[config.mk]
export PLATFORM = sky130hd
export DESIGN_NAME = sdram_cmd_seq
export DESIGN_NICKNAME = d
export VERILOG_FILES = /design/src/rtl/sdram_seq_pkg.sv /design/src/rtl/sdram_gap_timer.sv /design/src/rtl/sdram_refresh_timer.sv /design/src/rtl/sdram_cmd_fsm.sv /design/src/rtl/sdram_cmd_seq.sv
export SDC_FILE = /design/constraint.sdc
export NUM_CORES = 1
export LEC_CHECK = 0
export BUFFER_PORTS_ARGS = -buffer_cell sky130_fd_sc_hd__buf_2
export CORE_UTILIZATION = 50
export CTS_CLUSTER_SIZE = 14
export DETAILED_ROUTE_END_ITERATION = 10
export PLACE_DENSITY_LB_ADDON = 0.08
export RECOVER_POWER = 100
export SETUP_SLACK_MARGIN = 0.15
export SLEW_MARGIN = 20
export SYNTH_ARGS = -nofsm -noshare
export SYNTH_HDL_FRONTEND = slang
export SYNTH_SLANG_ARGS = --single-unit
export TNS_END_PERCENT = 50
[constraint.sdc]
create_clock -name clk -period 1.85 [get_ports clk]
set_input_delay 0.4625 -clock clk [delete_from_list [all_inputs] [get_ports clk]]
set_output_delay 0.4625 -clock clk [all_outputs]
set_load 0.05 [all_outputs]
[src/rtl/sdram_seq_pkg.sv]
package sdram_seq_pkg;

    localparam int BANK_W = 2;
    localparam int ROW_W  = 11;
    localparam int COL_W  = 8;
    localparam int ADDR_W = BANK_W + ROW_W + COL_W;
    localparam int AP_BIT = 10;

    // {cs_n, ras_n, cas_n, we_n}
    localparam logic [3:0] OP_MODE = 4'b0000;
    localparam logic [3:0] OP_ACT  = 4'b0011;
    localparam logic [3:0] OP_RD   = 4'b0101;
    localparam logic [3:0] OP_WR   = 4'b0100;
    localparam logic [3:0] OP_PRE  = 4'b0010;
    localparam logic [3:0] OP_REF  = 4'b0001;
    localparam logic [3:0] OP_NOP  = 4'b0111;

    typedef struct packed {
        logic [BANK_W-1:0] bank;
        logic [ROW_W-1:0]  row;
        logic [COL_W-1:0]  col;
    } host_addr_t;

    typedef enum logic [2:0] {
        ST_GAP,
        ST_PREALL,
        ST_INITREF,
        ST_MODESET,
        ST_IDLE,
        ST_COLUMN
    } seq_state_e;

    function automatic int imax(input int a, input int b);
        return (a > b) ? a : b;
    endfunction

    function automatic logic [ROW_W-1:0] build_mode(input logic [2:0] bl,
                                                    input logic       bt,
                                                    input logic [2:0] cl,
                                                    input logic       wm);
        logic [ROW_W-1:0] w;
        w      = '0;
        w[2:0] = bl;
        w[3]   = bt;
        w[6:4] = cl;
        w[9]   = wm;
        return w;
    endfunction

endpackage

[src/rtl/sdram_gap_timer.sv]
module sdram_gap_timer #(
    parameter int TW        = 16,
    parameter int RESET_VAL = 1
) (
    input  logic          clk,
    input  logic          rst,
    input  logic          load,
    input  logic [TW-1:0] load_val,
    output logic          expired
);

    logic [TW-1:0] cnt;

    always_ff @(posedge clk) begin
        if (rst) begin
            cnt <= TW'(RESET_VAL);
        end else if (load) begin
            cnt <= load_val;
        end else if (cnt != '0) begin
            cnt <= cnt - 1'b1;
        end
    end

    assign expired = (cnt == '0);

endmodule

[src/rtl/sdram_refresh_timer.sv]
module sdram_refresh_timer #(
    parameter int INTERVAL = 1950
) (
    input  logic clk,
    input  logic rst,
    input  logic enable,
    input  logic clear,
    output logic pending
);

    localparam int CW = $clog2(INTERVAL + 1);

    logic [CW-1:0] cnt;
    logic          wrap;

    assign wrap = (cnt == CW'(INTERVAL - 1));

    always_ff @(posedge clk) begin
        if (rst || !enable) begin
            cnt <= '0;
        end else if (wrap) begin
            cnt <= '0;
        end else begin
            cnt <= cnt + 1'b1;
        end
    end

    always_ff @(posedge clk) begin
        if (rst) begin
            pending <= 1'b0;
        end else if (enable && wrap) begin
            pending <= 1'b1;
        end else if (clear) begin
            pending <= 1'b0;
        end
    end

endmodule

[src/rtl/sdram_cmd_fsm.sv]
module sdram_cmd_fsm
    import sdram_seq_pkg::*;
#(
    parameter int               TRCD      = 3,
    parameter int               TRP       = 3,
    parameter int               TRC       = 9,
    parameter int               TRAS      = 6,
    parameter int               TMRD      = 2,
    parameter int               INIT_REFS = 2,
    parameter int               TW        = 16,
    parameter logic [ROW_W-1:0] MODE_WORD = '0
) (
    input  logic              clk,
    input  logic              rst,
    input  logic              req,
    input  logic              req_wr,
    input  host_addr_t        req_addr,
    input  logic              ref_pending,
    input  logic              gap_expired,
    output logic              gap_load,
    output logic [TW-1:0]     gap_val,
    output logic              ref_issue,
    output logic              run_en,
    output logic              cke_o,
    output logic [3:0]        op_o,
    output logic [BANK_W-1:0] ba_o,
    output logic [ROW_W-1:0]  addr_o,
    output logic              ack_o
);

    localparam int POST = imax(TRC - TRCD, TRAS + TRP - TRCD);
    localparam int RC_W = $clog2(INIT_REFS + 1);

    // the gap timer is loaded with (gap - 2): one cycle to expire, one to issue
    localparam logic [TW-1:0] L_RCD  = TW'(TRCD - 2);
    localparam logic [TW-1:0] L_RP   = TW'(TRP - 2);
    localparam logic [TW-1:0] L_RC   = TW'(TRC - 2);
    localparam logic [TW-1:0] L_MRD  = TW'(TMRD - 2);
    localparam logic [TW-1:0] L_POST = TW'(POST - 2);

    seq_state_e        state_q, state_d;
    seq_state_e        tgt_q, tgt_d;
    logic [RC_W-1:0]   refs_q, refs_d;
    host_addr_t        lat_q, lat_d;
    logic              latwr_q, latwr_d;
    logic              run_q, run_d;
    logic [3:0]        op_d;
    logic [BANK_W-1:0] ba_d;
    logic [ROW_W-1:0]  addr_d;
    logic              ack_d;

    always_comb begin
        state_d   = state_q;
        tgt_d     = tgt_q;
        refs_d    = refs_q;
        lat_d     = lat_q;
        latwr_d   = latwr_q;
        run_d     = run_q;
        op_d      = OP_NOP;
        ba_d      = '0;
        addr_d    = '0;
        ack_d     = 1'b0;
        gap_load  = 1'b0;
        gap_val   = '0;
        ref_issue = 1'b0;

        unique case (state_q)
            ST_GAP: begin
                if (gap_expired) begin
                    state_d = tgt_q;
                end
            end
            ST_PREALL: begin
                op_d           = OP_PRE;
                addr_d[AP_BIT] = 1'b1;
                gap_load       = 1'b1;
                gap_val        = L_RP;
                tgt_d          = ST_INITREF;
                state_d        = ST_GAP;
            end
            ST_INITREF: begin
                op_d     = OP_REF;
                gap_load = 1'b1;
                gap_val  = L_RC;
                refs_d   = refs_q + 1'b1;
                tgt_d    = (refs_q == RC_W'(INIT_REFS - 1)) ? ST_MODESET : ST_INITREF;
                state_d  = ST_GAP;
            end
            ST_MODESET: begin
                op_d     = OP_MODE;
                addr_d   = MODE_WORD;
                gap_load = 1'b1;
                gap_val  = L_MRD;
                run_d    = 1'b1;
                tgt_d    = ST_IDLE;
                state_d  = ST_GAP;
            end
            ST_IDLE: begin
                if (ref_pending) begin
                    op_d      = OP_REF;
                    ref_issue = 1'b1;
                    gap_load  = 1'b1;
                    gap_val   = L_RC;
                    tgt_d     = ST_IDLE;
                    state_d   = ST_GAP;
                end else if (req) begin
                    op_d     = OP_ACT;
                    ba_d     = req_addr.bank;
                    addr_d   = req_addr.row;
                    lat_d    = req_addr;
                    latwr_d  = req_wr;
                    gap_load = 1'b1;
                    gap_val  = L_RCD;
                    tgt_d    = ST_COLUMN;
                    state_d  = ST_GAP;
                end
            end
            ST_COLUMN: begin
                op_d               = latwr_q ? OP_WR : OP_RD;
                ba_d               = lat_q.bank;
                addr_d[COL_W-1:0]  = lat_q.col;
                addr_d[AP_BIT]     = 1'b1;
                ack_d              = 1'b1;
                gap_load           = 1'b1;
                gap_val            = L_POST;
                tgt_d              = ST_IDLE;
                state_d            = ST_GAP;
            end
            default: state_d = ST_IDLE;
        endcase
    end

    always_ff @(posedge clk) begin
        if (rst) begin
            state_q <= ST_GAP;
            tgt_q   <= ST_PREALL;
            refs_q  <= '0;
            lat_q   <= '0;
            latwr_q <= 1'b0;
            run_q   <= 1'b0;
            cke_o   <= 1'b0;
            op_o    <= OP_NOP;
            ba_o    <= '0;
            addr_o  <= '0;
            ack_o   <= 1'b0;
        end else begin
            state_q <= state_d;
            tgt_q   <= tgt_d;
            refs_q  <= refs_d;
            lat_q   <= lat_d;
            latwr_q <= latwr_d;
            run_q   <= run_d;
            cke_o   <= 1'b1;
            op_o    <= op_d;
            ba_o    <= ba_d;
            addr_o  <= addr_d;
            ack_o   <= ack_d;
        end
    end

    assign run_en = run_q;

endmodule

[src/rtl/sdram_cmd_seq.sv]
module sdram_cmd_seq
    import sdram_seq_pkg::*;
#(
    parameter int         INIT_WAIT        = 25000,
    parameter int         REF_INTERVAL     = 1950,
    parameter int         TRCD             = 3,
    parameter int         TRP              = 3,
    parameter int         TRC              = 9,
    parameter int         TRAS             = 6,
    parameter int         TMRD             = 2,
    parameter logic [2:0] BURST_CODE       = 3'd2,
    parameter logic       BURST_INTERLEAVE = 1'b0,
    parameter logic [2:0] CAS_CODE         = 3'd3,
    parameter logic       SINGLE_WRITE     = 1'b1
) (
    input  logic              clk,
    input  logic              rst,
    input  logic              host_req,
    input  logic              host_wr,
    input  logic [ADDR_W-1:0] host_addr,
    output logic              host_ack,
    output logic              sd_cke,
    output logic              sd_cs_n,
    output logic              sd_ras_n,
    output logic              sd_cas_n,
    output logic              sd_we_n,
    output logic [BANK_W-1:0] sd_ba,
    output logic [ROW_W-1:0]  sd_addr
);

    localparam int POST    = imax(TRC - TRCD, TRAS + TRP - TRCD);
    localparam int MAX_GAP = imax(INIT_WAIT, imax(TRC, imax(POST, imax(TRP, TMRD))));
    localparam int TW      = $clog2(MAX_GAP + 1) + 1;
    localparam logic [ROW_W-1:0] MODE_WORD =
        build_mode(BURST_CODE, BURST_INTERLEAVE, CAS_CODE, SINGLE_WRITE);

    logic          gap_load;
    logic [TW-1:0] gap_val;
    logic          gap_expired;
    logic          ref_pending;
    logic          ref_issue;
    logic          run_en;
    logic [3:0]    op;
    host_addr_t    req_addr;

    assign req_addr = host_addr_t'(host_addr);

    sdram_gap_timer #(
        .TW        (TW),
        .RESET_VAL (INIT_WAIT - 1)
    ) u_gap (
        .clk      (clk),
        .rst      (rst),
        .load     (gap_load),
        .load_val (gap_val),
        .expired  (gap_expired)
    );

    sdram_refresh_timer #(
        .INTERVAL (REF_INTERVAL)
    ) u_refresh (
        .clk     (clk),
        .rst     (rst),
        .enable  (run_en),
        .clear   (ref_issue),
        .pending (ref_pending)
    );

    sdram_cmd_fsm #(
        .TRCD      (TRCD),
        .TRP       (TRP),
        .TRC       (TRC),
        .TRAS      (TRAS),
        .TMRD      (TMRD),
        .INIT_REFS (2),
        .TW        (TW),
        .MODE_WORD (MODE_WORD)
    ) u_fsm (
        .clk         (clk),
        .rst         (rst),
        .req         (host_req),
        .req_wr      (host_wr),
        .req_addr    (req_addr),
        .ref_pending (ref_pending),
        .gap_expired (gap_expired),
        .gap_load    (gap_load),
        .gap_val     (gap_val),
        .ref_issue   (ref_issue),
        .run_en      (run_en),
        .cke_o       (sd_cke),
        .op_o        (op),
        .ba_o        (sd_ba),
        .addr_o      (sd_addr),
        .ack_o       (host_ack)
    );

    assign sd_cs_n  = op[3];
    assign sd_ras_n = op[2];
    assign sd_cas_n = op[1];
    assign sd_we_n  = op[0];

endmodule

==> impl_metrics.tcl, run 1 <==
set metrics [dict create \
    yosysWarnings 0 \
    htreeDepth 3 \
    gp_congestion 0.860 \
    peakVddDrop_mv 0.526 \
    synthFlopType "dfxtp_1" \
    combPwrFrac_pct 3.7 \
    final_common_cell "dfxtp_1" \
    power_switching_w 0.000639 \
    grt_pass1_wl_um 10900 \
    synth_edf_count 0 \
    finalSetupViolCount 0 \
    cts_tree "done" \
    drtIter0Drc 258 \
    layout_common_cells "61 x dfxtp_1, 48 x nor2_1, 35 x nand2_1, 24 x clkbuf_1, 23 x buf_2" \
    io_buffers 42 \
    postRouteAntennaNets 0 \
    rsz0062_at_grt "yes" \
    grt_pass1_vias 2391 \
    start_kind "register" \
    grt_max_degree 28 \
    status "completed" \
    hold_viol 0 \
    drive_above_1_share_pct 19.5 \
    root_buffer "clkbuf_8" \
    die_width_um 76.2 \
    initial_core_util_pct 52.9 \
    slew_violations 0 \
    critPathKind "reg2reg" \
    switching_share_pct 23.4 \
    fin_crit_sh_pct 95.5 \
    seq_area_sq_um 1330 \
    synth_cell_types 45 \
    p_leak_nw 1.22 \
    wl_per_cell_um 14.0 \
    required_ns 2.10 \
    path_max_fanout 5 \
    clk_pin_slew_ns 0.07 \
    grt.total_usage_pct 24.0 \
    grt-ovfl-total 0 \
    rows 26 \
    drcViolationCount 0 \
    synth_seq_cells 66 \
    tightest_slew_ns 0.622 \
    multi_input_area_sq_um 1340 \
    die_h_um 76.2 \
    p_seq_share_pct 52.6 \
    ioPinCount 44 \
    coreArea_sq_um 5200 \
    antenna_found_initial 0 \
    postLayoutCoreUtil_pct 64.2 \
    vias 2428 \
    hold_class "in2reg" \
    synthCells 320 \
    tns_ns 0 \
    synth_area_per_cell_sq_um 8.60 \
    cts_sinks 66 \
    clkLatencyLatePin_ns 0.35 \
    intPower_w 0.00209 \
    synthesis.nets 349 \
    ys_seq_area_share_pct 48.0 \
    power_density_nw_per_um2 816 \
    cts_made_buffers 9 \
    async_flop_share_pct 0 \
    drv_cap 0 \
    wl_um 6380 \
    arrival_ns 2.01 \
    dieArea_sq_um 5800 \
    dp_cells 437 \
    firstDrtPassIters 4 \
    syn_to_final_growth_pct 21.5 \
    hpwlAfterDp_um 4340 \
    ctsLongestPathBuffers 2 \
    skew_ns 0.00668 \
    ctsHoldBuffers 0 \
    clock.fmax_mhz 566 \
    slew_headroom_pct 58.7 \
    num_antenna_cells 0 \
    layout.cells.non_filler 455 \
    nets 409 \
    syn_area_sq_um 2750 \
    end_kind "register" \
    viasPerCell 5.34 \
    power.share.clock_pct 43.8 \
    min_period_ns 1.77 \
    fillers 494 \
]
==> state kept, by name, summed over array words and instances, names as in the netlist <==
register / count
u_fsm.cke_o: 1
u_fsm.addr_o: 11
u_fsm.state_q: 3
u_fsm.refs_q: 2
u_fsm.ba_o: 2
u_gap.cnt: 16
u_fsm.op_o: 3
u_fsm.ack_o: 1
u_fsm.tgt_q: 3
u_refresh.pending: 1
u_refresh.cnt: 11
u_fsm.latwr_q: 1
u_fsm.lat_q: 10
u_fsm.run_en: 1
==> per-stage QoR <==
step / cell area (sq um) / power (W) / hold slack (ns) / worst slack (ns)
2_1_floorplan: 2760 / 0.00151 / 0.429 / 0.160
3_3_place_gp: 3160 / 0.00156 / 0.442 / 0.106
3_5_place_dp: 3160 / 0.00156 / 0.445 / 0.0673
4_1_cts: 3370 / 0.00275 / 0.326 / 0.112
5_1_grt: 3340 / 0.00282 / 0.339 / 0.0201
6_report: 3340 / 0.00273 / 0.338 / 0.0829
==> what timing repair did <==
| action | in CTS | in global routing |
|---|---|---|
| endpoints found under the setup margin | 4 | 37 |
| resized for setup | 4 | 12 |
| setup buffers | 2 | 0 |
| pin swaps | 0 | 2 |
| gates cloned | 0 | 0 |
==> worst paths after layout <==
path                                from                       endpoint  slack [ns]  cells past startpoint
max           u_gap.cnt[10]$_SDFFE_PP0P_     u_gap.cnt[12]$_SDFFE_PP0P_        0.08                      5
min                        host_addr[16]     u_fsm.addr_o[8]$_SDFF_PP0_        0.34                      2
max reg2reg   u_gap.cnt[10]$_SDFFE_PP0P_     u_gap.cnt[12]$_SDFFE_PP0P_        0.08                      5
min reg2reg  u_fsm.tgt_q[0]$_SDFFE_PP1P_  u_fsm.state_q[0]$_SDFFE_PP0P_        0.46                      1
==> final cells by class <==
| type | instances | area share (%) |
|---|---|---|
| clock buffers | 9 | 3.71 |
| clock inverters | 7 | 2.06 |
| inverters | 9 | 1.01 |
| multi-input cells | 228 | 40.1 |
| flip-flops and latches | 66 | 39.7 |
| well taps | 70 | 2.62 |
| repair buffers | 66 | 10.8 |
==> power by group through the flow <==
stage / sequential [W] / combinational (W) / clock [W]
CTS: 0.00143 / 0.0000954 / 0.00122
floorplan: 0.00147 / 0.0000449 / 0
global route: 0.00143 / 0.000109 / 0.00128
detailed placement: 0.00147 / 0.0000949 / 0
global placement: 0.00147 / 0.0000937 / 0
finish: 0.00143 / 0.000100 / 0.00119
==> layer usage <==
layer,track usage [%],up-vias,part of all wire (%)
met4,13.8,0,2.0
li1,-,1220,-
met1,30.5,1145,46
met2,38.5,53,48
met5,0,-,0
met3,4.31,10,3.8
==> synthesized netlist by cell type (2+ instances only) <==
master | number | area, sq um
ha_1 | 4 | 50.1
nor2_1 | 48 | 180
nor3_1 | 10 | 50.1
a211oi_1 | 4 | 30.0
and3_1 | 6 | 37.5
xor2_1 | 16 | 140
or3_1 | 3 | 18.8
nand2_1 | 36 | 135
a221oi_1 | 3 | 26.3
nor2b_1 | 3 | 18.8
o21ai_0 | 8 | 40.0
and2_1 | 4 | 25.0
a21oi_1 | 22 | 110
nand3_1 | 16 | 80.1
a31oi_1 | 3 | 18.8
a22oi_1 | 5 | 37.5
inv_1 | 9 | 33.8
buf_2 | 6 | 30.0
nand4_1 | 6 | 37.5
xnor2_1 | 4 | 35.0
mux2i_1 | 2 | 20.0
clkbuf_1 | 10 | 37.5
nand2b_1 | 3 | 18.8
o21ai_1 | 2 | 10.0
dfxtp_1 | 66 | 1320
o221ai_1 | 2 | 17.5
==> worst max-delay path: stages (launching register included) <==
cell and delay [ns]:
dfxtp_2 0.35, or4_4 0.54, or3_4 0.35, o211ai_1 0.20
xor2_1 0.17, nor2_1 0.05
==> cell families after synthesis <==
family                     Yosys count  synth area share [%]
AOI/OAI and AO/OA                   56                  13.6
xor gates and xnor gates            20                  6.37
adders and majority gates            4                  1.82
buffers and inverters               26                  3.96
DFF                                 66                  48.0
muxes                                2                 0.728
other                                1                 0.136
and+or+nand+nor                    145                  25.4
No activity file was read; power rests on OpenSTA's default activity.
==> inputs of run 2 (changes only) <==
--- a/constraint.sdc
+++ b/constraint.sdc
@@ -3,2 +3,2 @@
 set_output_delay 0.4625 -clock clk [all_outputs]
-set_load 0.05 [all_outputs]
+set_load 0.1 [all_outputs]
==> run 2 against run 1 <==
  * First-iteration DRC count is 3.9% higher
  * Critical path depth stayed put
  * Non-clock buffer count unchanged
  * Highest routed layer unchanged
==> impl_metrics.tcl, run 2 (synthesis results as in run 1) <==
set metrics [dict create \
    viasPerCell 5.29 \
    initial_core_util_pct 52.9 \
    fillers 484 \
    grt-ovfl-total 0 \
    rows 26 \
    slowest_delay_ns 0.54 \
    nets 409 \
    drv_cap 0 \
    layout.cells.non_filler 455 \
    clk_pin_slew_ns 0.07 \
    hold_class "in2reg" \
    dp_cells 437 \
    wl_um 6360 \
    cts_tree "done" \
    top_regs "u_gap.cnt (16), u_fsm.addr_o (11), u_refresh.cnt (11)" \
    finalSetupViolCount 0 \
    path_cells "or4_4, or3_4, o211ai_1, xor2_1, nor2_1" \
    drtIter0Drc 268 \
    skew_ns 0.00607 \
    ctsLongestPathBuffers 2 \
    layout_common_cells "61 x dfxtp_1, 48 x nor2_1, 35 x nand2_1, 23 x buf_2, 22 x a21oi_1" \
    gp_congestion 0.860 \
    final_common_cell "dfxtp_1" \
    path_max_fanout 5 \
    hpwlAfterDp_um 4340 \
    p_leak_nw 1.28 \
    die_h_um 76.2 \
    min_period_ns 1.77 \
    fin_crit_sh_pct 95.6 \
    slew_headroom_pct 63.3 \
    slowest_stage "or4_4" \
    syn_to_final_growth_pct 22.3 \
    io_buffers 42 \
    grt.total_usage_pct 24.0 \
    ctsHoldBuffers 0 \
    required_ns 2.10 \
    ioPinCount 44 \
    critPathKind "reg2reg" \
    vias 2405 \
    num_antenna_cells 0 \
    tightest_slew_ns 0.553 \
    grt_pass1_wl_um 10900 \
    slew_violations 0 \
    start_kind "register" \
    arrival_ns 2.01 \
    status "completed" \
    root_buffer "clkbuf_8" \
    largest_register_ffs 16 \
    dieArea_sq_um 5800 \
    coreArea_sq_um 5200 \
    clock.fmax_mhz 566 \
    reg2reg_slack_ns 0.08 \
    htreeDepth 3 \
    die_width_um 76.2 \
    drcViolationCount 0 \
    power_density_nw_per_um2 814 \
    drive_above_1_share_pct 24.2 \
    cts_sinks 66 \
    wl_per_cell_um 14.0 \
    postRouteAntennaNets 0 \
    rsz0062_at_grt "yes" \
    antenna_found_initial 0 \
    clkLatencyLatePin_ns 0.35 \
    hold_viol 0 \
    peakVddDrop_mv 0.531 \
    postLayoutCoreUtil_pct 64.6 \
    grt_max_degree 28 \
    firstDrtPassIters 4 \
    cts_made_buffers 9 \
    regMostFlops "u_gap.cnt" \
    end_kind "register" \
    grt_pass1_vias 2391 \
    tns_ns 0 \
]
[run 2: power by group]
group	internal, W	switching [W]	total [W]
Sequential	0.00143	0.00000612	0.00143
Combinational	0.0000427	0.0000666	0.000109
Clock	0.000619	0.000579	0.00120
[run 2: stage by stage]
step / setup slack, ns / instance area, sq um / power (W) / hold slack (ns)
final: 0.0822 / 3360 / 0.00274 / 0.338
after CTS: 0.112 / 3370 / 0.00276 / 0.326
after global routing: 0.0201 / 3360 / 0.00283 / 0.339
after global placement: 0.106 / 3160 / 0.00157 / 0.442
after detailed placement: 0.0673 / 3160 / 0.00157 / 0.445
after floorplan: 0.160 / 2760 / 0.00152 / 0.429
[run 2: metal layers]
metal	global-route usage, %	vias up	routed length, um
met1	30.5	1128	2970
met2	38.5	49	3030
met4	13.8	0	132
met3	4.31	10	234
met5	0	-	0
li1	-	1218	-
[run 2: path summary, 6_finish.rpt]
path / cells past startpoint / startpoint / end
min reg2reg: 1 / u_fsm.tgt_q[0]$_SDFFE_PP1P_ / u_fsm.state_q[0]$_SDFFE_PP0P_
max: 5 / u_gap.cnt[10]$_SDFFE_PP0P_ / u_gap.cnt[12]$_SDFFE_PP0P_
min: 2 / host_addr[16] / u_fsm.addr_o[8]$_SDFF_PP0_
max reg2reg: 5 / u_gap.cnt[10]$_SDFFE_PP0P_ / u_gap.cnt[12]$_SDFFE_PP0P_
[run 2: worst max-delay path: cells and delay by family, from the launching register on]
kind	cells	cell delay, ns
AO/OA/AOI/OAI	1	0.20
XOR/XNOR	1	0.17
flip-flops	1	0.35
AND/OR/NAND/NOR	3	0.94
[run 2: final cells by class]
type / instances / area (sq um) / share of cell area, %
Clock buffer: 9 / 124 / 3.68
Clock inverter: 7 / 68.8 / 2.05
Inverter: 9 / 33.8 / 1.00
Multi-Input combinational cell: 228 / 1340 / 39.8
Sequential cell: 66 / 1330 / 39.5
Tap cell: 70 / 87.6 / 2.60
Timing Repair Buffer: 66 / 383 / 11.4
[run 2: timing repair]
action                                  4_1_cts  5_1_grt
buffers inserted                              2        0
hold endpoints to repair                      0        0
endpoints found under the setup margin        4       37
pin swaps                                     0        2
gates resized for setup                       4       12
==> inputs of run 3 (changes only) <==
Settings changed: PLACE_DENSITY set to 0.73, PLACE_DENSITY_LB_ADDON 0.08 to not set.
==> run 3 against run 2 <==
  * Hold slack improved by 0.0081 ns
  * Combinational power about the same
  * Power increased by 11%
  * Clock skew increased by 0.0044 ns
  * Clock power increased by 26%
  * Sequential share of layout area decreased by 0.48 points
  * Sequential power about the same
  * Via count decreased by 1.2%
  * Final area increased by 1.5%
  * Critical path depth unchanged
  * Cell count decreased by 0.22%
  * Global-route usage decreased by 0.69 points
==> impl_metrics.tcl, run 3 (synthesis results as in run 1) <==
set metrics [dict create \
    regMostFlops "u_gap.cnt" \
    finalSetupViolCount 0 \
    root_buffer "clkbuf_8" \
    slew_headroom_pct 62.2 \
    viasPerCell 5.23 \
    required_ns 2.08 \
    io_buffers 42 \
    hold_viol 0 \
    ctsLongestPathBuffers 2 \
    slowest_delay_ns 0.54 \
    coreArea_sq_um 5200 \
    clkLatencyLatePin_ns 0.35 \
    postRouteAntennaNets 0 \
    min_period_ns 1.71 \
    drcViolationCount 0 \
    cts_made_buffers 9 \
    skew_ns 0.0105 \
    hpwlAfterDp_um 4200 \
    critPathKind "reg2reg" \
    tightest_slew_ns 0.566 \
    drv_cap 0 \
    grt.total_usage_pct 23.4 \
    rsz0062_at_grt "yes" \
    grt-ovfl-total 0 \
    largest_register_ffs 16 \
    clk_pin_slew_ns 0.07 \
    final_common_cell "dfxtp_1" \
    power_density_nw_per_um2 893 \
    fillers 442 \
    layout_common_cells "60 x dfxtp_1, 48 x nor2_1, 36 x nand2_1, 23 x buf_2, 22 x a21oi_1" \
    wl_per_cell_um 13.7 \
    htreeDepth 3 \
    start_kind "register" \
    slowest_stage "or4_4" \
    grt_pass1_vias 2220 \
    cts_tree "done" \
    initial_core_util_pct 52.9 \
    wl_um 6220 \
    hold_class "in2reg" \
    rows 26 \
    path_max_fanout 5 \
    die_width_um 76.2 \
    cp_num_buf_inv 0 \
    nets 408 \
    grt_pass1_wl_um 10600 \
    fin_crit_sh_pct 92.5 \
    p_leak_nw 1.29 \
    grt_max_degree 18 \
    drive_above_1_share_pct 24.5 \
    end_kind "register" \
    ctsHoldBuffers 0 \
    antenna_found_initial 0 \
    pre_cts_slack_ns 0.0889 \
    gp_congestion 0.919 \
    path_cells "or4_4, or3_4, o211ai_2, xor2_1, nor2_1" \
    vias 2376 \
    die_h_um 76.2 \
    drtIter0Drc 161 \
    firstDrtPassIters 4 \
    num_antenna_cells 0 \
    ioPinCount 44 \
    layout_setup_ws_ns 0.139 \
    arrival_ns 1.94 \
    dieArea_sq_um 5800 \
    peakVddDrop_mv 0.694 \
    status "completed" \
    cts_sinks 66 \
    clock.fmax_mhz 585 \
    top_regs "u_gap.cnt (16), u_fsm.addr_o (11), u_refresh.cnt (11)" \
    syn_to_final_growth_pct 24.1 \
    tns_ns 0 \
    crit_family "simple AND/OR/NAND/NOR gates" \
    slew_violations 0 \
]
-- run 3: timing repair --
item / 4_1_cts / 5_1_grt
gates resized for setup: 6 / 14
endpoints found under the setup margin: 6 / 49
buffers inserted: 0 / 3
pin swaps: 1 / 6
-- run 3: stage by stage --
step	util [%]	power (W)	cells	hold slack, ns	cell area, sq um
final	65.6	0.00305	454	0.346	3420
after global routing	65.6	0.00314	454	0.343	3420
after detailed placement	60.4	0.00157	435	0.447	3140
after global placement	60.4	0.00157	435	0.439	3140
after CTS	65.6	0.00305	451	0.333	3410
after floorplan	-	0.00152	320	0.429	2760
-- run 3: metal layers --
metal	GRT usage [%]	up-vias	wire length, um
met5	0	-	0
met4	7.69	0	80
met3	7.31	8	322
met2	38.0	56	2950
met1	29.4	1086	2860
li1	-	1226	-
-- run 3: path summary, 6_finish.rpt --
kind                                                  start                          end  slack (ns)  cells after the start
worst max-delay path             u_gap.cnt[11]$_SDFFE_PP0P_   u_gap.cnt[12]$_SDFFE_PP0P_        0.14                      5
worst min-delay path                           host_addr[5]  u_fsm.lat_q[5]$_SDFFE_PP0P_        0.35                      3
worst max register to register   u_gap.cnt[11]$_SDFFE_PP0P_   u_gap.cnt[12]$_SDFFE_PP0P_        0.14                      5
worst min register to register  u_fsm.lat_q[0]$_SDFFE_PP0P_  u_fsm.lat_q[0]$_SDFFE_PP0P_        0.46                      2
-- run 3: where the power goes --
group,switching (W),internal (W)
combinational,0.0000645,0.0000433
clock,0.000575,0.000933
sequential,0.00000815,0.00143
total,0.000648,0.00240
-- run 3: final cells by class --
cell class	instances	area [sq um]	area share [%]
sequential	66	1330	39.0
multi-input combinational	228	1340	39.3
clock buffer	10	138	4.03
inverter	9	33.8	0.989
clock inverter	6	114	3.33
timing repair buffer	65	369	10.8
tap	70	87.6	2.56
-- run 3: worst min-delay path: cells and delay by family --
kind                   cells  cell delay, ns
AND/OR/NAND/NOR            1            0.04
buffers and inverters      1            0.09
AO/OA/AOI/OAI              1            0.05
